**config.mk**
```make
export PLATFORM = sky130hd
export DESIGN_NAME = ps2_mouse_decoder
export DESIGN_NICKNAME = d
export VERILOG_FILES = /design/src/rtl/ps2_mouse_decoder.sv
export SDC_FILE = /design/constraint.sdc
export NUM_CORES = 1
export LEC_CHECK = 0
export BUFFER_PORTS_ARGS = -buffer_cell sky130_fd_sc_hd__buf_2
export CAP_MARGIN = 20
export CORE_MARGIN = 1.5
export CORE_UTILIZATION = 45
export CTS_BUF_LIST = sky130_fd_sc_hd__clkbuf_16
export DETAILED_ROUTE_END_ITERATION = 8
export GPL_TIMING_DRIVEN = 0
export PLACE_DENSITY = 0.67
export SKIP_LAST_GASP = 1
export SLEW_MARGIN = 20
export SYNTH_ARGS = -nofsm -noshare
export SYNTH_HDL_FRONTEND = slang
export SYNTH_SLANG_ARGS = --single-unit
export TNS_END_PERCENT = 10
```
**constraint.sdc**
```tcl
create_clock -name clk -period 5.4 [get_ports clk]
set_clock_uncertainty 0.05 [all_clocks]
set_input_delay 1.62 -clock clk [delete_from_list [all_inputs] [get_ports clk]]
set_output_delay 1.62 -clock clk [all_outputs]
set_load 0.02 [all_outputs]
```
**src/rtl/ps2_mouse_decoder.sv**
```systemverilog
module ps2_mouse_decoder #(
  parameter int GAP_CYCLES  = 200000,
  parameter int SYNC_STAGES = 2
) (
  input  logic       clk,
  input  logic       rst_n,
  input  logic       ps2_clk,
  input  logic       ps2_dat,
  output logic       pkt_valid,
  output logic       btn_left,
  output logic       btn_right,
  output logic [8:0] move_x,
  output logic [8:0] move_y,
  output logic       ovf_x,
  output logic       ovf_y,
  output logic       pkt_err
);
  localparam int GW = $clog2(GAP_CYCLES + 1);
  localparam logic [GW-1:0] GAP_LIM = GW'(GAP_CYCLES);
  localparam logic [3:0] LAST_BIT = 4'd10;

  logic [SYNC_STAGES:0]   ck_q;
  logic [SYNC_STAGES-1:0] dt_q;
  logic [GW-1:0] gap;
  logic [3:0]    bit_cnt;
  logic [9:0]    sh;
  logic [1:0]    byte_cnt;
  logic [7:0]    stat_q, x_q;

  wire        fall      = ck_q[SYNC_STAGES] & ~ck_q[SYNC_STAGES-1];
  wire        dat       = dt_q[SYNC_STAGES-1];
  wire [10:0] word      = {dat, sh};
  wire [7:0]  data      = word[8:1];
  wire        word_done = fall && (bit_cnt == LAST_BIT);
  wire        word_ok   = !word[0] && word[10] && (^word[9:1]);
  wire        stale     = (gap == GAP_LIM);

  always_ff @(posedge clk or negedge rst_n) begin
    if (!rst_n) begin
      ck_q <= '1;
      dt_q <= '1;
    end else begin
      ck_q <= {ck_q[SYNC_STAGES-1:0], ps2_clk};
      dt_q <= {dt_q[SYNC_STAGES-2:0], ps2_dat};
    end
  end

  always_ff @(posedge clk or negedge rst_n) begin
    if (!rst_n)           gap <= '0;
    else if (fall)        gap <= '0;
    else if (!stale)      gap <= gap + 1'b1;
  end

  always_ff @(posedge clk or negedge rst_n) begin
    if (!rst_n) begin
      bit_cnt   <= '0;
      sh        <= '0;
      byte_cnt  <= '0;
      stat_q    <= '0;
      x_q       <= '0;
      pkt_valid <= 1'b0;
      pkt_err   <= 1'b0;
      btn_left  <= 1'b0;
      btn_right <= 1'b0;
      move_x    <= '0;
      move_y    <= '0;
      ovf_x     <= 1'b0;
      ovf_y     <= 1'b0;
    end else begin
      pkt_valid <= 1'b0;
      pkt_err   <= 1'b0;
      if (fall) begin
        sh      <= {dat, sh[9:1]};
        bit_cnt <= (bit_cnt == LAST_BIT) ? 4'd0 : bit_cnt + 4'd1;
        if (word_done) begin
          if (!word_ok) begin
            pkt_err  <= 1'b1;
            byte_cnt <= 2'd0;
          end else begin
            case (byte_cnt)
              2'd0: if (data[3]) begin
                      stat_q   <= data;
                      byte_cnt <= 2'd1;
                    end
              2'd1: begin
                      x_q      <= data;
                      byte_cnt <= 2'd2;
                    end
              default: begin
                      pkt_valid <= 1'b1;
                      btn_left  <= stat_q[0];
                      btn_right <= stat_q[1];
                      move_x    <= {stat_q[4], x_q};
                      move_y    <= {stat_q[5], data};
                      ovf_x     <= stat_q[6];
                      ovf_y     <= stat_q[7];
                      byte_cnt  <= 2'd0;
                    end
            endcase
          end
        end
      end else if (stale) begin
        bit_cnt  <= '0;
        byte_cnt <= '0;
      end
    end
  end
endmodule

```
==> run_results.csv <==
group,metric,value,unit
worst_hold_path,hold_class,"register to register",
final_layout,nNetsFinal,312,
sta,slew_viol_final,0,
global_routing,antenna_found_initial,0,
floorplan,dieArea,8000,um^2
routing,first_pass_iters,4,
sta,slew-limit-headroom,52.6,%
clocking,cts.sinks,77,
worst_setup_path,cp_slowest_cell,"dfrtp_1",
synthesis,ys_ff_latch,77,
routing,via_per_inst,5.06,
synthesis,synthAdderAreaFrac,1.49,%
clocking,cts_root_buffer,"clkbuf_16",
synthesis,ys_warn_count,0,
placed_design,pre_cts_ws,3.01,ns
routing,drc_errors,0,
synthesis,synth.distinct_cells,39,
floorplan,fp.dieH,89.4,um
sta,setup_tns,0,ns
synthesis,synth_top_family_by_area,"simple AND/OR/NAND/NOR gates",
worst_setup_path,crit_chain,"buf_2",
clocking,cts-hold-fix-buffers,0,
sta,period_needed,2.55,ns
global_routing,grt_max_degree,53,
synthesis,synth.area.mux_share,14.6,%
synthesis,synth_edf_count,0,
clocking,h-tree-depth,3,
worst_setup_path,critPathLaunchType,"register",
clocking,clk_latency,0.33,ns
global_routing,grt_use_total,16.1,%
final_layout,multi_input_area,1370,um^2
final_layout,drive_gt1_share,30.1,%
power,vdd_drop_max,0.204,mV
flow_run,drv_cap,0,
power,p_leak,2.07,nW
worst_setup_path,slowest_delay,0.39,ns
synthesis,post_synth_instance_area,3360,um^2
clocking,path_clk_slew,0.06,ns
synthesis,syn_inst,265,
synthesis,synth_compound_area_share,2.79,%
worst_setup_path,crit_arrival,0.88,ns
synthesis,ys_dominant_reg_cell,"dfrtp_1",
synthesis,yosysTopAreaCell,"dfrtp_1",
final_layout,fillCellCount,631,
worst_setup_path,cp_top_family,"flip-flops",
clocking,cts_buffers,9,
synthesis,synthSimpleGateAreaFrac,15.1,%
clocking,clock_path_buffers,2,
placed_design,dpl.hpwl,3780,um
synthesis,async_reset_ff_share,100,%
synthesis,synth_area_leaders,"dfrtp_1 (54%), mux2_4 (8.9%), mux2_2 (5.4%)",
sta,fin_crit_sh,47.2,%
routing,wl,5690,um
global_routing,grt_pass1_vias,1989,
clocking,cts_setup_buffers,0,
worst_setup_path,crit_fanout,2,
final_layout,n_antenna_cell,0,
worst_setup_path,cp.buffers_inverters,1,
sta,rsz0062_at_grt,"no",
floorplan,start_util,46.4,%
routing,drtAntennaViolNets,0,
sta,final-setup-viol-count,0,
worst_setup_path,endpoint_kind,"output pin",
synthesis,synth_area_per_cell,12.7,um^2
clocking,cts_tree,"done",
floorplan,num_io_pins,28,
synthesis,synth_top_area_share,53.6,%
global_routing,gr-total-overflow,0,
sta,setup_slack,2.85,ns
worst_setup_path,critPathKind,"register to output pin",
placed_design,port_buffers,27,
synthesis,synth-xor-area-share,6.74,%
routing,num_vias,2066,
synthesis,ys_seq_area_share,57.5,%
power,p_per_area,379,nW/um^2
sta,finalHoldViolCount,0,
final_layout,area_growth,18.0,%
global_routing,grt_first_pass_wirelength,9570,um
synthesis,yosysMostFrequentCell,"dfrtp_1",
routing,drt-initial-drc-count,88,
floorplan,fp-row-count,31,
synthesis,ys_top_cells_by_count,"dfrtp_1 (72), nand2_1 (41), mux2_4 (20)",
routing,wl_per_cell,13.9,um
floorplan,fp.dieW,89.4,um
placed_design,gp_routability_congestion,0.812,
status,status,"completed",
floorplan,core_area,7250,um^2
clocking,cts-resized-gates,0,
sta,tightest_slew,0.706,ns
synthesis,synth_fp_nets,273,
sta,max_freq,0.392,GHz
worst_setup_path,critical_path_required,3.73,ns
final_layout,regArea,1930,um^2
[worst paths after layout]
check,startpoint,end,slack (ns),depth (start not counted)
setup / recovery,btn_right,btn_right,2.85,1
hold / removal,dt_q[0],dt_q[1],0.30,0
setup reg to reg,ck_q[2],x_q[3],3.01,5
hold reg to reg,dt_q[0],dt_q[1],0.30,0
max in group asynchronous,rst_n,ck_q[2],3.53,2
min in group asynchronous,rst_n,move_x[5],1.14,1
[area by class of cell]
type / count / area share [%]
inverter: 5 / 0.473
clock inverter: 7 / 2.30
multi-input combinational: 176 / 34.5
clock buffer: 9 / 5.68
buffer: 7 / 1.04
tap: 99 / 3.12
sequential: 77 / 48.7
timing repair buffer: 28 / 4.16
[placed cells by master, fill, tap and decap left out, types with 4 or more instances in the layout]
cell / synthesis / layout
and3_1: 4 / 4
nand2_1: 41 / 41
nor3_1: 5 / 5
mux2_2: 16 / 16
mux2_4: 20 / 20
dfrtp_1: 72 / 72
inv_1: 5 / 6
xor2_1: 12 / 12
a21oi_1: 5 / 5
xnor2_1: 8 / 8
nand3_1: 4 / 4
clkbuf_16: 0 / 9
dfstp_2: 5 / 5
clkbuf_1: 5 / 5
nor2_1: 17 / 17
nand4_1: 6 / 6
buf_2: 0 / 26
ha_1: 4 / 4
[registers in the layout (all words and copies together) (netlist names), 3 cells and up]
register  flops
bit_cnt       4
ck_q          3
gap          18
move_x        9
move_y        9
sh           10
stat_q        6
x_q           8
[power breakdown]
part	internal (mW)	switching (mW)	leakage, nW
registers	0.617	0.0566	1.04
logic	0.0994	0.102	0.872
clock network	0.402	0.228	0.161
total	1.12	0.386	2.07
[metal layers]
metal	vias up	GRT usage, %	part of all wire (%)
met5	-	0	0
met4	0	9.23	1.9
met3	11	3.32	3.1
met2	35	25.3	48
met1	1024	20.8	47
li1	996	-	-
[cells by family after synthesis]
kind of cell / after synthesis
and+or+nand+nor: 99
DFF: 77
muxes: 37
xor gates and xnor gates: 22
AOI/OAI and AO/OA: 14
buffers and inverters: 12
adders and majority gates: 4
[through the flow]
| stage | hold WS, ns | utilization [%] | cell area [um^2] | power (mW) | cells |
|---|---|---|---|---|---|
| after floorplan | 0.295 | - | 3360 | 0.834 | 265 |
| after detailed placement | 0.297 | 50.3 | 3650 | 0.886 | 392 |
| after global routing | 0.314 | 54.7 | 3970 | 1.57 | 408 |
| after global placement | 0.296 | 49.9 | 3620 | 0.878 | 391 |
| after CTS | 0.305 | 54.7 | 3970 | 1.52 | 408 |
| final | 0.304 | 54.7 | 3970 | 1.51 | 408 |
Note: power is estimated with default switching activity, not from simulation.
